--- src/rtl/ts_pkt_pkg.sv ---
package ts_pkt_pkg;
  typedef enum logic [1:0] {
    ST_IDLE    = 2'd0,
    ST_COLLECT = 2'd1,
    ST_WAIT    = 2'd2
  } wr_state_e;
endpackage

--- src/rtl/ts_pkt_ctrl.sv ---
module ts_pkt_ctrl
  import ts_pkt_pkg::*;
#(
  parameter int PKT_LEN    = 188,
  parameter int WORD_BYTES = 8,
  localparam int CNT_W  = $clog2(PKT_LEN),
  localparam int LANE_W = $clog2(WORD_BYTES)
) (
  input  logic              clk,
  input  logic              rst,
  input  logic              cap_vld,
  input  logic              cap_sop,
  input  logic              cap_err,
  input  logic              cfg_big,
  input  logic              fifo_full,
  input  logic              ts_vld,
  output logic              accept,
  output logic              start,
  output logic              word_done,
  output logic              word_keep,
  output logic [LANE_W-1:0] lane,
  output logic              be_cur,
  output logic              perr_q,
  output logic              serr_q,
  output logic              st_fire,
  output logic              ts_req
);
  wr_state_e        state_q;
  logic [CNT_W-1:0] cnt_q;
  logic [CNT_W-1:0] pos;
  logic             be_q;
  logic             restart;
  logic             last;

  always_comb begin
    start     = cap_vld && cap_sop && (state_q != ST_WAIT);
    restart   = cap_vld && cap_sop && (state_q == ST_COLLECT);
    accept    = cap_vld && ((state_q == ST_COLLECT) || (state_q == ST_IDLE && cap_sop));
    pos       = start ? '0 : cnt_q;
    lane      = pos[LANE_W-1:0];
    last      = accept && (pos == CNT_W'(PKT_LEN - 1));
    word_done = accept && ((&lane) || last);
    word_keep = word_done && !fifo_full;
    be_cur    = start ? cfg_big : be_q;
    st_fire   = (state_q == ST_WAIT) && ts_vld && !fifo_full;
  end

  always_ff @(posedge clk) begin
    if (rst) begin
      state_q <= ST_IDLE;
      cnt_q   <= '0;
      be_q    <= 1'b0;
      perr_q  <= 1'b0;
      serr_q  <= 1'b0;
      ts_req  <= 1'b0;
    end else begin
      ts_req <= last;
      if (start) be_q <= cfg_big;
      if (accept) begin
        cnt_q   <= last ? '0 : pos + 1'b1;
        state_q <= last ? ST_WAIT : ST_COLLECT;
        if (state_q == ST_IDLE) begin
          perr_q <= fifo_full || cap_err;
          serr_q <= 1'b0;
        end else begin
          perr_q <= perr_q || fifo_full || cap_err;
          serr_q <= serr_q || restart;
        end
      end else if (st_fire) begin
        state_q <= ST_IDLE;
      end
    end
  end

  AST_CNT_BOUND: assert property (@(posedge clk) disable iff (rst)
    cnt_q < CNT_W'(PKT_LEN));
  AST_REQ_PULSE: assert property (@(posedge clk) disable iff (rst)
    ts_req |=> !ts_req);
  AST_REQ_WAITS: assert property (@(posedge clk) disable iff (rst)
    ts_req |-> (state_q == ST_WAIT));
endmodule

--- src/rtl/ts_lane_packer.sv ---
module ts_lane_packer #(
  parameter int WORD_BYTES = 8,
  parameter int BYTE_W     = 8,
  localparam int LANE_W = $clog2(WORD_BYTES),
  localparam int WORD_W = WORD_BYTES * BYTE_W
) (
  input  logic              clk,
  input  logic              rst,
  input  logic              accept,
  input  logic              clear,
  input  logic              word_done,
  input  logic              drop,
  input  logic              big,
  input  logic [LANE_W-1:0] lane,
  input  logic [BYTE_W-1:0] byte_in,
  output logic [WORD_W-1:0] merged
);
  logic [WORD_W-1:0] lanes_q;
  logic [LANE_W-1:0] slot;

  always_comb begin
    slot   = big ? (LANE_W'(WORD_BYTES - 1) - lane) : lane;
    merged = clear ? '0 : lanes_q;
    for (int k = 0; k < WORD_BYTES; k++) begin
      if (LANE_W'(k) == slot) merged[k*BYTE_W +: BYTE_W] = drop ? '0 : byte_in;
    end
  end

  always_ff @(posedge clk) begin
    if (rst) lanes_q <= '0;
    else if (accept) lanes_q <= word_done ? '0 : merged;
  end
endmodule

--- src/rtl/ts_out_reg.sv ---
module ts_out_reg #(
  parameter int WORD_BYTES = 8,
  parameter int BYTE_W     = 8,
  parameter int TS_W       = 42,
  localparam int WORD_W = WORD_BYTES * BYTE_W,
  localparam int RSV_W  = WORD_W - 2 - TS_W
) (
  input  logic              clk,
  input  logic              rst,
  input  logic              data_keep,
  input  logic [WORD_W-1:0] data_word,
  input  logic              st_fire,
  input  logic              perr,
  input  logic              serr,
  input  logic              big,
  input  logic              fifo_full,
  input  logic [TS_W-1:0]   ts_in,
  output logic              fifo_we,
  output logic [WORD_W-1:0] fifo_wdata
);
  logic [WORD_W-1:0] status;
  logic [WORD_W-1:0] swapped;

  assign status = {perr, serr, {RSV_W{1'b0}}, ts_in};

  for (genvar k = 0; k < WORD_BYTES; k++) begin : g_rev
    assign swapped[k*BYTE_W +: BYTE_W] = status[(WORD_BYTES-1-k)*BYTE_W +: BYTE_W];
  end

  always_ff @(posedge clk) begin
    if (rst) begin
      fifo_we    <= 1'b0;
      fifo_wdata <= '0;
    end else begin
      fifo_we <= data_keep || st_fire;
      if (data_keep)    fifo_wdata <= data_word;
      else if (st_fire) fifo_wdata <= big ? swapped : status;
    end
  end

  AST_WE_GATED: assert property (@(posedge clk) disable iff (rst)
    fifo_we |-> $past(!fifo_full));
  AST_ONE_SOURCE: assert property (@(posedge clk) disable iff (rst)
    !(data_keep && st_fire));
endmodule

--- src/rtl/ts_pkt_writer.sv ---
module ts_pkt_writer #(
  parameter int PKT_LEN    = 188,
  parameter int WORD_BYTES = 8,
  parameter int BYTE_W     = 8,
  parameter int TS_W       = 42,
  localparam int LANE_W = $clog2(WORD_BYTES),
  localparam int WORD_W = WORD_BYTES * BYTE_W
) (
  input  logic              clk,
  input  logic              rst,
  input  logic [BYTE_W-1:0] cap_byte,
  input  logic              cap_vld,
  input  logic              cap_sop,
  input  logic              cap_err,
  input  logic              cfg_big_endian,
  input  logic [TS_W-1:0]   ts_value,
  input  logic              ts_vld,
  input  logic              fifo_full,
  output logic              ts_req,
  output logic              fifo_we,
  output logic [WORD_W-1:0] fifo_wdata
);
  logic              accept, start, word_done, word_keep, be_cur;
  logic              perr, serr, st_fire;
  logic [LANE_W-1:0] lane;
  logic [WORD_W-1:0] merged;

  ts_pkt_ctrl #(.PKT_LEN(PKT_LEN), .WORD_BYTES(WORD_BYTES)) u_ctrl (
    .clk(clk), .rst(rst), .cap_vld(cap_vld), .cap_sop(cap_sop), .cap_err(cap_err),
    .cfg_big(cfg_big_endian), .fifo_full(fifo_full), .ts_vld(ts_vld),
    .accept(accept), .start(start), .word_done(word_done), .word_keep(word_keep),
    .lane(lane), .be_cur(be_cur), .perr_q(perr), .serr_q(serr),
    .st_fire(st_fire), .ts_req(ts_req)
  );

  ts_lane_packer #(.WORD_BYTES(WORD_BYTES), .BYTE_W(BYTE_W)) u_pack (
    .clk(clk), .rst(rst), .accept(accept), .clear(start), .word_done(word_done),
    .drop(fifo_full), .big(be_cur), .lane(lane), .byte_in(cap_byte), .merged(merged)
  );

  ts_out_reg #(.WORD_BYTES(WORD_BYTES), .BYTE_W(BYTE_W), .TS_W(TS_W)) u_out (
    .clk(clk), .rst(rst), .data_keep(word_keep), .data_word(merged),
    .st_fire(st_fire), .perr(perr), .serr(serr), .big(be_cur),
    .fifo_full(fifo_full), .ts_in(ts_value), .fifo_we(fifo_we), .fifo_wdata(fifo_wdata)
  );

  AST_REQ_AFTER_BYTE: assert property (@(posedge clk) disable iff (rst)
    ts_req |-> $past(cap_vld));
endmodule

--- config.mk ---
export PLATFORM = sky130hd
export DESIGN_NAME = ts_pkt_writer
export DESIGN_NICKNAME = d
export VERILOG_FILES = /design/src/rtl/ts_pkt_pkg.sv /design/src/rtl/ts_pkt_ctrl.sv /design/src/rtl/ts_lane_packer.sv /design/src/rtl/ts_out_reg.sv /design/src/rtl/ts_pkt_writer.sv
export SDC_FILE = /design/constraint.sdc
export NUM_CORES = 1
export LEC_CHECK = 0
export ABC_CLOCK_PERIOD_IN_PS = 3200
export BUFFER_PORTS_ARGS = -buffer_cell sky130_fd_sc_hd__buf_2
export CAP_MARGIN = 20
export CORE_ASPECT_RATIO = 1.5
export CORE_MARGIN = 2
export CORE_UTILIZATION = 42
export DETAILED_ROUTE_END_ITERATION = 10
export GPL_ROUTABILITY_DRIVEN = 0
export GPL_TIMING_DRIVEN = 0
export HOLD_SLACK_MARGIN = 0.05
export PLACE_DENSITY = 0.67
export REMOVE_ABC_BUFFERS = 1
export SLEW_MARGIN = 25
export SYNTH_ARGS = -nofsm -noshare
export SYNTH_HDL_FRONTEND = slang
export SYNTH_SLANG_ARGS = --single-unit
--- constraint.sdc ---
create_clock -name clk -period 3.2 [get_ports clk]
set_input_delay 0.64 -clock clk [delete_from_list [all_inputs] [get_ports clk]]
set_output_delay 0.64 -clock clk [all_outputs]
set_load 0.03 [all_outputs]
==> qor.json, run 1 <==
{
  "hold-path-endpoint": {"value": "u_out.fifo_wdata[43]"},
  "grt_util_all_layers": {"value": 0.244},
  "ctsLongestPathBuffers": {"value": 2},
  "tritoncts.num_buffers": {"value": 17},
  "slew-limit-headroom": {"value": 0.311},
  "synthDominantCellAreaShare": {"value": 0.395},
  "clk-insertion-delay-late": {"value": 0.42, "unit": "ns"},
  "power_switching_share": {"value": 0.253},
  "core_area": {"value": 0.0168, "unit": "sq mm"},
  "worst_r2r_endpoint": {"value": "u_pack.lanes_q[11]"},
  "timing.final.max_slew_violations": {"value": 0},
  "power_per_cell_area": {"value": 472, "unit": "mW/mm^2"},
  "layout.cells.non_filler": {"value": 1169},
  "hold_class": {"value": "register to register"},
  "cp.required": {"value": 3.54, "unit": "ns"},
  "switching_power": {"value": 0.00106, "unit": "W"},
  "route.antenna.remaining_nets": {"value": 0},
  "grt_max_degree": {"value": 95},
  "cts.root.buffer_cell": {"value": "clkbuf_16"},
  "worst_setup_path_start_kind": {"value": "primary input"},
  "avgSynthCellArea": {"value": 8.42, "unit": "sq um"},
  "num-fill-cells": {"value": 1604},
  "setup_viol": {"value": 0},
  "worst_r2r_path_depth": {"value": 12},
  "launch_instance_of_the_worst_register_to_register_path": {"value": "u_ctrl.state_q[0]"},
  "cp-end-kind": {"value": "register"},
  "totalWireLength": {"value": 22800, "unit": "microns"},
  "pre_cts_ws": {"value": -0.801, "unit": "ns"},
  "drtPass1Iterations": {"value": 5},
  "vias": {"value": 7172},
  "antennaDiodeCount": {"value": 0},
  "global_route.overflow_total": {"value": 0},
  "max_freq": {"value": 0.333, "unit": "GHz"},
  "max-cap-violations": {"value": 0},
  "slowest_delay": {"value": 0.33, "unit": "ns"},
  "dpl.hpwl": {"value": 14400, "unit": "microns"},
  "min_delay_path_depth": {"value": 2},
  "vias_per_cell": {"value": 6.14},
  "timing_worst_slew_pin_value": {"value": 1.02, "unit": "ns"},
  "library_cell_with_the_largest_summed_area_after_synthesis": {"value": "dfxtp_1"},
  "setup.reg_to_reg.worst_slack": {"value": 0.22, "unit": "ns"},
  "drc": {"value": 0},
  "netlist_instances": {"value": 861},
  "ys_dominant_reg_cell": {"value": "dfxtp_1"},
  "drive_gt1_frac": {"value": 0.221},
  "ios": {"value": 124},
  "post_synth_edffs": {"value": 0},
  "final_net_count": {"value": 1006},
  "syn2layout_area_growth": {"value": 22.0, "unit": "%"},
  "dpl.cell_count": {"value": 1132},
  "cp_common_cell": {"value": "buf_4"},
  "critical_path_arrival": {"value": 3.35, "unit": "ns"},
  "mappedNetlistArea": {"value": 0.00725, "unit": "sq mm"},
  "clkSlewWorstSetupHoldPaths": {"value": 0.06, "unit": "ns"},
  "vias_in_the_first_global_route": {"value": 6729},
  "crit_path_cell_trace": {"value": "buf_2 > and2_2 > nand2_4 > and2_1 > ha_1 > and4b_1 > o211a_1 > nor3_2 > buf_4 > buf_4 > buf_4 > a22oi_1 > nor2_1"},
  "internal_power_summed_over_all_cells": {"value": 0.00312, "unit": "W"},
  "detail_route.iter0.violations": {"value": 777},
  "timing_worst_setup_path_type": {"value": "primary input to register"},
  "ys_async_sr_fraction": {"value": 0},
  "worst-path-max-fanout": {"value": 22},
  "timing.hold.worst.start": {"value": "u_out.fifo_wdata[43]"},
  "vdd_drop_max": {"value": 0.325, "unit": "mV"},
  "worst_path_max_delay_cell": {"value": "and2_2"},
  "share_comb_of_total_power": {"value": 0.083},
  "routed_wire_length_per_instance": {"value": 19.5, "unit": "microns"},
  "yosys_warnings": {"value": 0},
  "number_of_levels_the_h_tree_was_split_into": {"value": 4},
  "fin_ws": {"value": 0.193, "unit": "ns"},
  "outcome": {"value": "finished, final reports clean"},
  "clkSinkCount": {"value": 143},
  "synth_top_cells_by_area": {"value": "dfxtp_1 40%, mux2i_1 8.0%, a22oi_1 7.7%"},
  "dieHeight": {"value": 165, "unit": "microns"},
  "tritoncts": {"value": "built"},
  "fp-row-count": {"value": 58},
  "fin_worst_skew": {"value": 0.0115, "unit": "ns"},
  "fin_crit_sh": {"value": 0.940},
  "pwr-share-seq": {"value": 0.432},
  "numPortBuffers": {"value": 123},
  "post-route-min-period": {"value": 3.01, "unit": "ns"},
  "die_x": {"value": 111, "unit": "microns"},
  "grt_first_pass_wirelength": {"value": 35800, "unit": "microns"},
  "die_area": {"value": 0.0183, "unit": "sq mm"},
  "fin_tns_setup": {"value": 0, "unit": "ns"},
  "rsz0062_at_grt": {"value": "no"},
  "postSynthRegisterBits": {"value": 143},
  "initial_core_util": {"value": 0.430},
  "hold_viol": {"value": 0},
  "power.static_leakage": {"value": 3.64, "unit": "nW"},
  "grt_antenna_before_repair": {"value": 0},
  "ys_seq_area_frac": {"value": 0.395},
  "clkPwrFrac": {"value": 0.485},
  "synth.lib_cells_used.distinct": {"value": 50}
}
[through the flow]
stage / util / instance area, sq um / power (W) / hold WS (ns)
4_1_cts: 0.525 / 8830 / 0.00418 / 0.450
6_report: 0.525 / 8840 / 0.00417 / 0.448
3_3_place_gp: 0.458 / 7710 / 0.00214 / 0.435
3_5_place_dp: 0.485 / 8170 / 0.00218 / 0.442
2_1_floorplan: - / 6830 / 0.00199 / 0.426
5_1_grt: 0.525 / 8840 / 0.00429 / 0.466
[power groups by stage]
stage | Sequential (W) | Combinational, W | Clock, W
6_report | 0.00180 | 0.000348 | 0.00202
3_3_place_gp | 0.00184 | 0.000297 | 0
4_1_cts | 0.00180 | 0.000342 | 0.00204
3_5_place_dp | 0.00184 | 0.000338 | 0
2_1_floorplan | 0.00184 | 0.000149 | 0
5_1_grt | 0.00180 | 0.000374 | 0.00211
[synthesized netlist by cell type (8+ instances only)]
cell,instances
dfxtp_1,143
nor2_1,78
a22oi_1,74
nand2_1,59
mux2i_1,58
clkbuf_1,57
a21oi_1,55
o21ai_0,54
a32oi_1,40
nand3_1,28
buf_2,25
a31oi_1,16
o31ai_1,16
nor2b_1,15
and3_1,13
nand4_1,11
inv_1,10
buf_4,8
nor3b_1,8
o211ai_1,8
o21a_1,8
o221ai_1,8
[routing by layer]
layer	vias up	GRT usage	share of wire
li1	3408	-	-
met1	3453	0.293	0.40
met2	270	0.419	0.50
met3	41	0.0492	0.064
met4	0	0.113	0.031
met5	-	0	0
[state kept, by name (all words and copies together), names as in the netlist]
name and count:
u_pack.lanes_q 64, u_out.fifo_we 1, u_out.fifo_wdata 64, u_ctrl.state_q 2
u_ctrl.perr_q 1, u_ctrl.cnt_q 8, u_ctrl.serr_q 1, u_ctrl.ts_req 1
u_ctrl.be_q 1
[layout by cell type, fill, tap and decap left out, types with 5 or more instances in the layout]
master | synthesis | final
dfxtp_1 | 143 | 142
buf_2 | 25 | 128
nor2_1 | 78 | 76
a22oi_1 | 74 | 72
mux2i_1 | 58 | 58
nand2_1 | 59 | 57
a21oi_1 | 55 | 55
o21ai_0 | 54 | 54
a32oi_1 | 40 | 40
nand3_1 | 28 | 28
clkbuf_16 | 0 | 17
o31ai_1 | 16 | 16
a31oi_1 | 16 | 16
nor2b_1 | 15 | 14
and3_1 | 13 | 13
buf_4 | 8 | 12
nand4_1 | 11 | 11
inv_1 | 10 | 10
o21a_1 | 8 | 8
o221ai_1 | 8 | 8
o211ai_1 | 8 | 8
nor3b_1 | 8 | 8
buf_6 | 0 | 8
o31a_1 | 7 | 7
o21bai_1 | 7 | 7
a211oi_1 | 7 | 7
and2_1 | 7 | 5
buf_8 | 0 | 5
[cell families (layout without fill, tap and decap cells)]
logic type,Yosys count,count (layout),synth area share
AOI/OAI and AO/OA,317,319,0.302
and+or+nand+nor,237,237,0.157
DFF,143,143,0.395
buffers and inverters,104,200,0.0625
muxes,58,58,0.0801
adders and majority gates,2,2,0.00345
[worst max-delay path: cells and delay by family]
family,cells,cell delay (ns)
AND/OR/NAND/NOR,6,1.41
buffers and inverters,4,0.82
AO/OA/AOI/OAI,2,0.24
adder cells (fa/ha/maj),1,0.22
[layout make-up]
cell class | instances | area, sq um | share of cell area
clock inverters | 12 | 133 | 0.0150
flip-flops and latches | 143 | 2860 | 0.324
clock buffers | 20 | 467 | 0.0528
multi-input cells | 616 | 4050 | 0.458
repair buffers | 158 | 1030 | 0.116
inverters | 10 | 37.5 | 0.00425
well taps | 210 | 263 | 0.0297
[worst max-delay path by stage]
stage,from,slack [ns],to
floorplan,fifo_full,-4.64,u_out.fifo_wdata[63]
global placement,fifo_full,-8.92,u_out.fifo_wdata[63]
detailed placement,cap_sop,-0.80,u_out.fifo_wdata[17]
CTS,cap_sop,0.05,u_pack.lanes_q[11]
global route,cap_sop,0.02,u_pack.lanes_q[11]
finish,cap_sop,0.19,u_pack.lanes_q[11]
[what timing repair did]
item                       4_1_cts  5_1_grt
hold buffers                     0        0
pin swaps                        2        0
cloned                           2        0
gates resized for setup          6        2
setup endpoints to repair      132       26
setup buffers                    3        0
Note: power is estimated with default switching activity, not from simulation.
==> run 2, diff against run 1 <==
ABC_AREA = 1   (was unset)
CORE_UTILIZATION = 55   (was 42)
PLACE_DENSITY = 0.82   (was 0.67)
SETUP_SLACK_MARGIN = 0.4   (was unset)
==> run 2 against run 1 <==
  * Clock power is 2% higher
  * Synthesized area is 10% higher
  * Via count is 22% higher
  * Critical path depth is 5 higher
  * First-iteration DRC count is 23% higher
  * Cell count is 24% higher
  * Sequential share of layout area is 2.2 points lower
  * Clock skew is 0.0053 ns lower
  * Combinational power is 73% higher
  * Largest power group unchanged
==> qor.json, run 2 <==
{
  "cts.root.buffer_cell": {"value": "clkbuf_16"},
  "postLayoutCoreUtil": {"value": 0.672},
  "worst_setup_path_start_kind": {"value": "register"},
  "launch_instance_of_the_worst_register_to_register_path": {"value": "u_ctrl.state_q[0]"},
  "die_area": {"value": 0.0155, "unit": "sq mm"},
  "cp.required": {"value": 3.55, "unit": "ns"},
  "library_cell_with_the_largest_summed_area_after_synthesis": {"value": "dfxtp_1"},
  "vias_in_the_first_global_route": {"value": 8071},
  "ys_seq_area_frac": {"value": 0.359},
  "grt-busiest-layer": {"value": "met2"},
  "die_x": {"value": 102, "unit": "microns"},
  "power.static_leakage": {"value": 4.03, "unit": "nW"},
  "max_freq": {"value": 0.363, "unit": "GHz"},
  "fp-row-count": {"value": 53},
  "dpl.hpwl": {"value": 13800, "unit": "microns"},
  "tritoncts": {"value": "built"},
  "avgSynthCellArea": {"value": 6.84, "unit": "sq um"},
  "worst-path-max-fanout": {"value": 26},
  "grt_antenna_before_repair": {"value": 0},
  "timing.hold.worst.start": {"value": "u_pack.lanes_q[10]"},
  "power_per_cell_area": {"value": 474, "unit": "mW/mm^2"},
  "timing_worst_setup_path_type": {"value": "register to register"},
  "synthSimpleGateAreaFrac": {"value": 0.406},
  "netlist_instances": {"value": 1166},
  "syn2layout_area_growth": {"value": 19.0, "unit": "%"},
  "drtPass1Iterations": {"value": 6},
  "antennaDiodeCount": {"value": 0},
  "grt_util_all_layers": {"value": 0.324},
  "vias": {"value": 8759},
  "fin_tns_setup": {"value": 0, "unit": "ns"},
  "post-route-min-period": {"value": 2.75, "unit": "ns"},
  "final_design_area_no_fill": {"value": 0.00949, "unit": "sq mm"},
  "cp-end-kind": {"value": "register"},
  "ys_dominant_reg_cell": {"value": "dfxtp_1"},
  "clkSinkCount": {"value": 143},
  "synth.most_common_cell": {"value": "nand2_1"},
  "timing.final.max_slew_violations": {"value": 0},
  "hold-path-endpoint": {"value": "u_pack.lanes_q[10]"},
  "totalWireLength": {"value": 25300, "unit": "microns"},
  "initial_core_util": {"value": 0.564},
  "final_net_count": {"value": 1306},
  "global_route.overflow_total": {"value": 0},
  "detail_route.iter0.violations": {"value": 956},
  "drc": {"value": 0},
  "critical_path_arrival": {"value": 3.10, "unit": "ns"},
  "synth_top_cells_by_area": {"value": "dfxtp_1 36%, nand2_1 15%, nand3_1 14%"},
  "post_synth_edffs": {"value": 0},
  "synth_commonest_cells": {"value": "321 x nand2_1, 223 x nand3_1, 143 x dfxtp_1"},
  "tritoncts.num_buffers": {"value": 17},
  "core_area": {"value": 0.0141, "unit": "sq mm"},
  "numPortBuffers": {"value": 123},
  "dieHeight": {"value": 151, "unit": "microns"},
  "fin_worst_skew": {"value": 0.00619, "unit": "ns"},
  "vias_per_cell": {"value": 6.04},
  "synth.mux.area_fraction": {"value": 0},
  "mappedNetlistArea": {"value": 0.00797, "unit": "sq mm"},
  "layout_commonest_cell": {"value": "nand2_1"},
  "setup_viol": {"value": 0},
  "routed_wire_length_per_instance": {"value": 17.4, "unit": "microns"},
  "postSynthRegisterBits": {"value": 143},
  "biggestRegsByFlops": {"value": "u_out.fifo_wdata x64, u_pack.lanes_q x64, u_ctrl.cnt_q x8"},
  "synthDominantCellAreaShare": {"value": 0.359},
  "ctsLongestPathBuffers": {"value": 2},
  "grt_max_degree": {"value": 75},
  "synth.lib_cells_used.distinct": {"value": 29},
  "yosys_warnings": {"value": 0},
  "hold_class": {"value": "register to register"},
  "outcome": {"value": "finished, final reports clean"},
  "timing_worst_slew_pin_value": {"value": 1.05, "unit": "ns"},
  "layout_common_cells": {"value": "320 x nand2_1, 223 x nand3_1, 141 x dfxtp_1"},
  "vdd_drop_max": {"value": 0.276, "unit": "mV"},
  "number_of_levels_the_h_tree_was_split_into": {"value": 4},
  "route.antenna.remaining_nets": {"value": 0},
  "min_delay_path_depth": {"value": 2},
  "grt_first_pass_wirelength": {"value": 39500, "unit": "microns"},
  "rsz0062_at_grt": {"value": "no"},
  "placed_cell_area": {"value": 0.00861, "unit": "sq mm"},
  "slew-limit-headroom": {"value": 0.297},
  "clk-insertion-delay-late": {"value": 0.43, "unit": "ns"},
  "synth_top_family_by_area": {"value": "simple AND/OR/NAND/NOR gates"},
  "ys_async_sr_fraction": {"value": 0},
  "fin_crit_sh": {"value": 0.861},
  "synth_compound_gate_area_share": {"value": 0.122},
  "fin_ws": {"value": 0.445, "unit": "ns"},
  "clkSlewWorstSetupHoldPaths": {"value": 0.06, "unit": "ns"},
  "worst_r2r_path_depth": {"value": 18},
  "ios": {"value": 124},
  "hold_viol": {"value": 0},
  "pre_cts_ws": {"value": -0.868, "unit": "ns"},
  "grt_use_met3": {"value": 0.0701},
  "worst_r2r_endpoint": {"value": "u_pack.lanes_q[15]"},
  "max-cap-violations": {"value": 0},
  "use_met1": {"value": 0.373},
  "met2_usage": {"value": 0.546},
  "drive_gt1_frac": {"value": 0.194},
  "setup.reg_to_reg.worst_slack": {"value": 0.45, "unit": "ns"},
  "synth_fa_ha_area_frac": {"value": 0.00314},
  "synth_xor_area_frac": {"value": 0.00330}
}
[run 2: changes by cell type after synthesis, sizes merged, moves of 17 or more]
cell | previous run | this run
mux2i | 58 | 0
nand3 | 28 | 251
nand2 | 60 | 342
clkbuf | 58 | 41
nand4 | 11 | 49
a21oi | 55 | 139
inv | 10 | 88
o21ai | 59 | 24
nor2 | 78 | 11
a32oi | 40 | 0
a22oi | 74 | 0
[run 2: layout make-up]
cell class / instances / area [sq um]
clock buffers: 22 / 474
clock inverters: 10 / 135
fillers: 1197 / 4640
inverters: 89 / 353
multi-input cells: 849 / 4390
flip-flops and latches: 143 / 2870
well taps: 192 / 240
repair buffers: 144 / 1000
repair inverters: 2 / 25.0
[run 2: how the worst max path moves through the flow]
stage | slack, ns | start | end | cells past startpoint
after floorplan | -2.94 | cap_sop | u_out.fifo_wdata[16] | 6
after global placement | -6.73 | cap_sop | u_out.fifo_wdata[15] | 7
after detailed placement | -0.87 | cap_sop | u_out.fifo_wdata[49] | 18
after CTS | 0.37 | u_ctrl.state_q[0] | u_out.fifo_wdata[51] | 17
after global routing | 0.36 | u_ctrl.state_q[0] | u_out.fifo_wdata[53] | 19
final | 0.45 | u_ctrl.state_q[0] | u_pack.lanes_q[15] | 18
[run 2: timing repair]
| action | CTS | global route |
|---|---|---|
| hold buffers | 0 | 0 |
| pin swaps | 2 | 2 |
| endpoints found under the setup margin | 118 | 128 |
| endpoints found under the hold margin | 0 | 0 |
| gates resized for setup | 10 | 10 |
| cloned | 6 | 1 |
| setup buffers | 1 | 6 |
[run 2: through the flow]
stage | hold WS [ns] | total power [W] | instances
2_1_floorplan | 0.439 | 0.00219 | 1077
3_3_place_gp | 0.451 | 0.00237 | 1392
3_5_place_dp | 0.455 | 0.00242 | 1405
4_1_cts | 0.464 | 0.00447 | 1444
5_1_grt | 0.477 | 0.00460 | 1451
6_report | 0.463 | 0.00450 | 1451
[run 2: cells by family after synthesis]
| kind of cell | count (synthesis) |
|---|---|
| AND/OR/NAND/NOR | 656 |
| AO/OA/AOI/OAI | 184 |
| buffers and inverters | 178 |
| flip-flops | 143 |
| XOR/XNOR | 3 |
| adder cells (fa/ha/maj) | 2 |
[run 2: where the power goes]
| part | switching (W) | internal [W] | total, W |
|---|---|---|---|
| Combinational | 0.000439 | 0.000162 | 0.000602 |
| Clock | 0.000788 | 0.00128 | 0.00207 |
| Sequential | 0.0000172 | 0.00181 | 0.00183 |
| Total | 0.00124 | 0.00325 | 0.00450 |
[run 2: critical path, stage by stage, from the launching register on]
cell	delay, ns
dfxtp_2	0.39
inv_2	0.08
nand2_4	0.13
nand2_8	0.08
buf_16	0.18
nand2_4	0.09
inv_2	0.05
ha_1	0.24
inv_1	0.09
nor2_1	0.05
nand2_1	0.09
nor2_2	0.05
nand2_2	0.15
nand2_2	0.16
nor2_4	0.17
buf_16	0.19
buf_16	0.18
nand3_1	0.10
a21oi_1	0.16
[run 2: layer usage]
metal,part of all wire,up-vias
li1,-,4087
met1,0.36,4073
met2,0.50,497
met3,0.088,102
met4,0.045,0
met5,0,-
==> run 3, diff against run 2 <==
CORE_UTILIZATION = 57   (was 55)
PLACE_DENSITY = 0.84   (was 0.82)
==> run 3 against run 2 <==
  * Non-clock buffer count up 1
  * Via count increased by 1.7%
  * Cell area rose by 1.2%
==> qor.json, run 3 (synthesis gave the netlist of run 2 again) <==
{
  "outcome": {"value": "finished, final reports clean"},
  "fin_tns_setup": {"value": 0, "unit": "ns"},
  "clkSinkCount": {"value": 143},
  "cp.required": {"value": 3.55, "unit": "ns"},
  "hold_class": {"value": "register to register"},
  "vias_in_the_first_global_route": {"value": 7972},
  "fin_crit_sh": {"value": 0.874},
  "grt_max_degree": {"value": 86},
  "clk-insertion-delay-late": {"value": 0.42, "unit": "ns"},
  "vias": {"value": 8912},
  "grt_antenna_before_repair": {"value": 0},
  "route.antenna.remaining_nets": {"value": 0},
  "syn2layout_area_growth": {"value": 20.4, "unit": "%"},
  "totalWireLength": {"value": 26600, "unit": "microns"},
  "global_route.overflow_total": {"value": 0},
  "antennaDiodeCount": {"value": 0},
  "design_power_total": {"value": 0.00478, "unit": "W"},
  "post-route-min-period": {"value": 2.80, "unit": "ns"},
  "initial_core_util": {"value": 0.586},
  "drive_gt1_frac": {"value": 0.194},
  "grt_first_pass_wirelength": {"value": 39400, "unit": "microns"},
  "detail_route.iter0.violations": {"value": 1066},
  "fp-row-count": {"value": 52},
  "hold_viol": {"value": 0},
  "cp-end-kind": {"value": "register"},
  "number_of_levels_the_h_tree_was_split_into": {"value": 4},
  "num-fill-cells": {"value": 1035},
  "die_area": {"value": 0.0150, "unit": "sq mm"},
  "slew-limit-headroom": {"value": 0.313},
  "rsz0062_at_grt": {"value": "no"},
  "cts.root.buffer_cell": {"value": "clkbuf_16"},
  "power_per_cell_area": {"value": 498, "unit": "mW/mm^2"},
  "timing_worst_setup_path_type": {"value": "register to register"},
  "ff_latch_area": {"value": 0.00286, "unit": "sq mm"},
  "biggestRegsByFlops": {"value": "u_out.fifo_wdata x64, u_pack.lanes_q x64, u_ctrl.cnt_q x8"},
  "worst_hold_slack_after_final_layout": {"value": 0.464, "unit": "ns"},
  "drtPass1Iterations": {"value": 7},
  "layout_commonest_cell": {"value": "nand2_1"},
  "critical_path_arrival": {"value": 3.14, "unit": "ns"},
  "tritoncts": {"value": "built"},
  "routed_wire_length_per_instance": {"value": 18.7, "unit": "microns"},
  "dpl.hpwl": {"value": 14000, "unit": "microns"},
  "postLayoutCoreUtil": {"value": 0.706},
  "ctsLongestPathBuffers": {"value": 2},
  "grt_util_all_layers": {"value": 0.333},
  "vias_per_cell": {"value": 6.27},
  "vdd_drop_max": {"value": 0.341, "unit": "mV"},
  "dieHeight": {"value": 149, "unit": "microns"},
  "die_x": {"value": 101, "unit": "microns"},
  "drc": {"value": 0},
  "max-cap-violations": {"value": 0},
  "fin_worst_skew": {"value": 0.00731, "unit": "ns"},
  "worst-path-max-fanout": {"value": 30},
  "setup_viol": {"value": 0},
  "power.static_leakage": {"value": 4.10, "unit": "nW"},
  "ios": {"value": 124},
  "multiInputGateArea": {"value": 0.00442, "unit": "sq mm"},
  "clkSlewWorstSetupHoldPaths": {"value": 0.06, "unit": "ns"},
  "timing_worst_slew_pin_value": {"value": 1.03, "unit": "ns"},
  "worst_setup_path_start_kind": {"value": "register"},
  "numPortBuffers": {"value": 123},
  "max_freq": {"value": 0.358, "unit": "GHz"},
  "dpl.cell_count": {"value": 1375},
  "core_area": {"value": 0.0136, "unit": "sq mm"},
  "final_net_count": {"value": 1307},
  "layout_common_cells": {"value": "320 x nand2_1, 223 x nand3_1, 143 x dfxtp_1"},
  "timing.final.max_slew_violations": {"value": 0},
  "tritoncts.num_buffers": {"value": 17},
  "layout.cells.non_filler": {"value": 1421}
}
-- run 3: changes by cell type in the layout (fill, tap and decap cells not counted), moves of 3 or more --
cell and delta:
nand2_8 +4, clkinv_2 -3, bufinv_16 +3, buf_12 +4
-- run 3: layout make-up --
class / count / area share
Sequential cell: 143 / 0.298
Clock inverter: 9 / 0.0211
Timing Repair Buffer: 145 / 0.106
Inverter: 89 / 0.0365
Multi-Input combinational cell: 848 / 0.461
Tap cell: 162 / 0.0211
Timing Repair inverter: 3 / 0.00495
Clock buffer: 22 / 0.0515
-- run 3: worst max-delay path: stages, from the launching register on --
cell and delay [ns]:
dfxtp_1 0.45, inv_2 0.09, nand2_4 0.15, nand2_8 0.09, buf_16 0.18, nand2_4 0.10, inv_2 0.06, ha_1 0.21
inv_1 0.08, nor2_1 0.04, nand2_1 0.09, nor2_2 0.05, nand2_2 0.14, nand2_2 0.13, nor2_4 0.22, buf_12 0.14
buf_16 0.17, nand3_1 0.12, a21oi_1 0.18
-- run 3: routing by layer --
metal	GRT usage	vias to the layer above	part of all wire
met5	0	-	0
met4	0.182	0	0.059
met3	0.0619	140	0.10
met2	0.554	606	0.49
met1	0.402	4072	0.36
li1	-	4094	-
-- run 3: stage by stage --
| step | setup slack [ns] | area (sq um) |
|---|---|---|
| 2_1_floorplan | -2.94 | 7460 |
| 3_3_place_gp | -6.59 | 8280 |
| 3_5_place_dp | -0.816 | 8550 |
| 4_1_cts | 0.400 | 9410 |
| 5_1_grt | 0.299 | 9600 |
| 6_report | 0.403 | 9600 |
-- run 3: path summary, 6_finish.rpt --
check	start	to	slack, ns	depth (start not counted)
setup / recovery	u_ctrl.state_q[0]	u_pack.lanes_q[16]	0.40	18
hold / removal	u_pack.lanes_q[58]	u_pack.lanes_q[58]	0.46	2
setup reg to reg	u_ctrl.state_q[0]	u_pack.lanes_q[16]	0.40	18
hold reg to reg	u_pack.lanes_q[58]	u_pack.lanes_q[58]	0.46	2
-- run 3: timing repair --
item                                    in CTS  in global routing
cloned                                       5                  2
endpoints found under the setup margin      70                128
buffers inserted                             3                  5
endpoints found under the hold margin        0                  0
hold buffers                                 0                  0
pin swaps                                    1                  3
gates resized for setup                     16                 10
-- run 3: power breakdown --
group	switching [W]	internal, W	total [W]
logic	0.000454	0.000169	0.000623
clock network	0.000772	0.00156	0.00233
registers	0.0000180	0.00181	0.00183
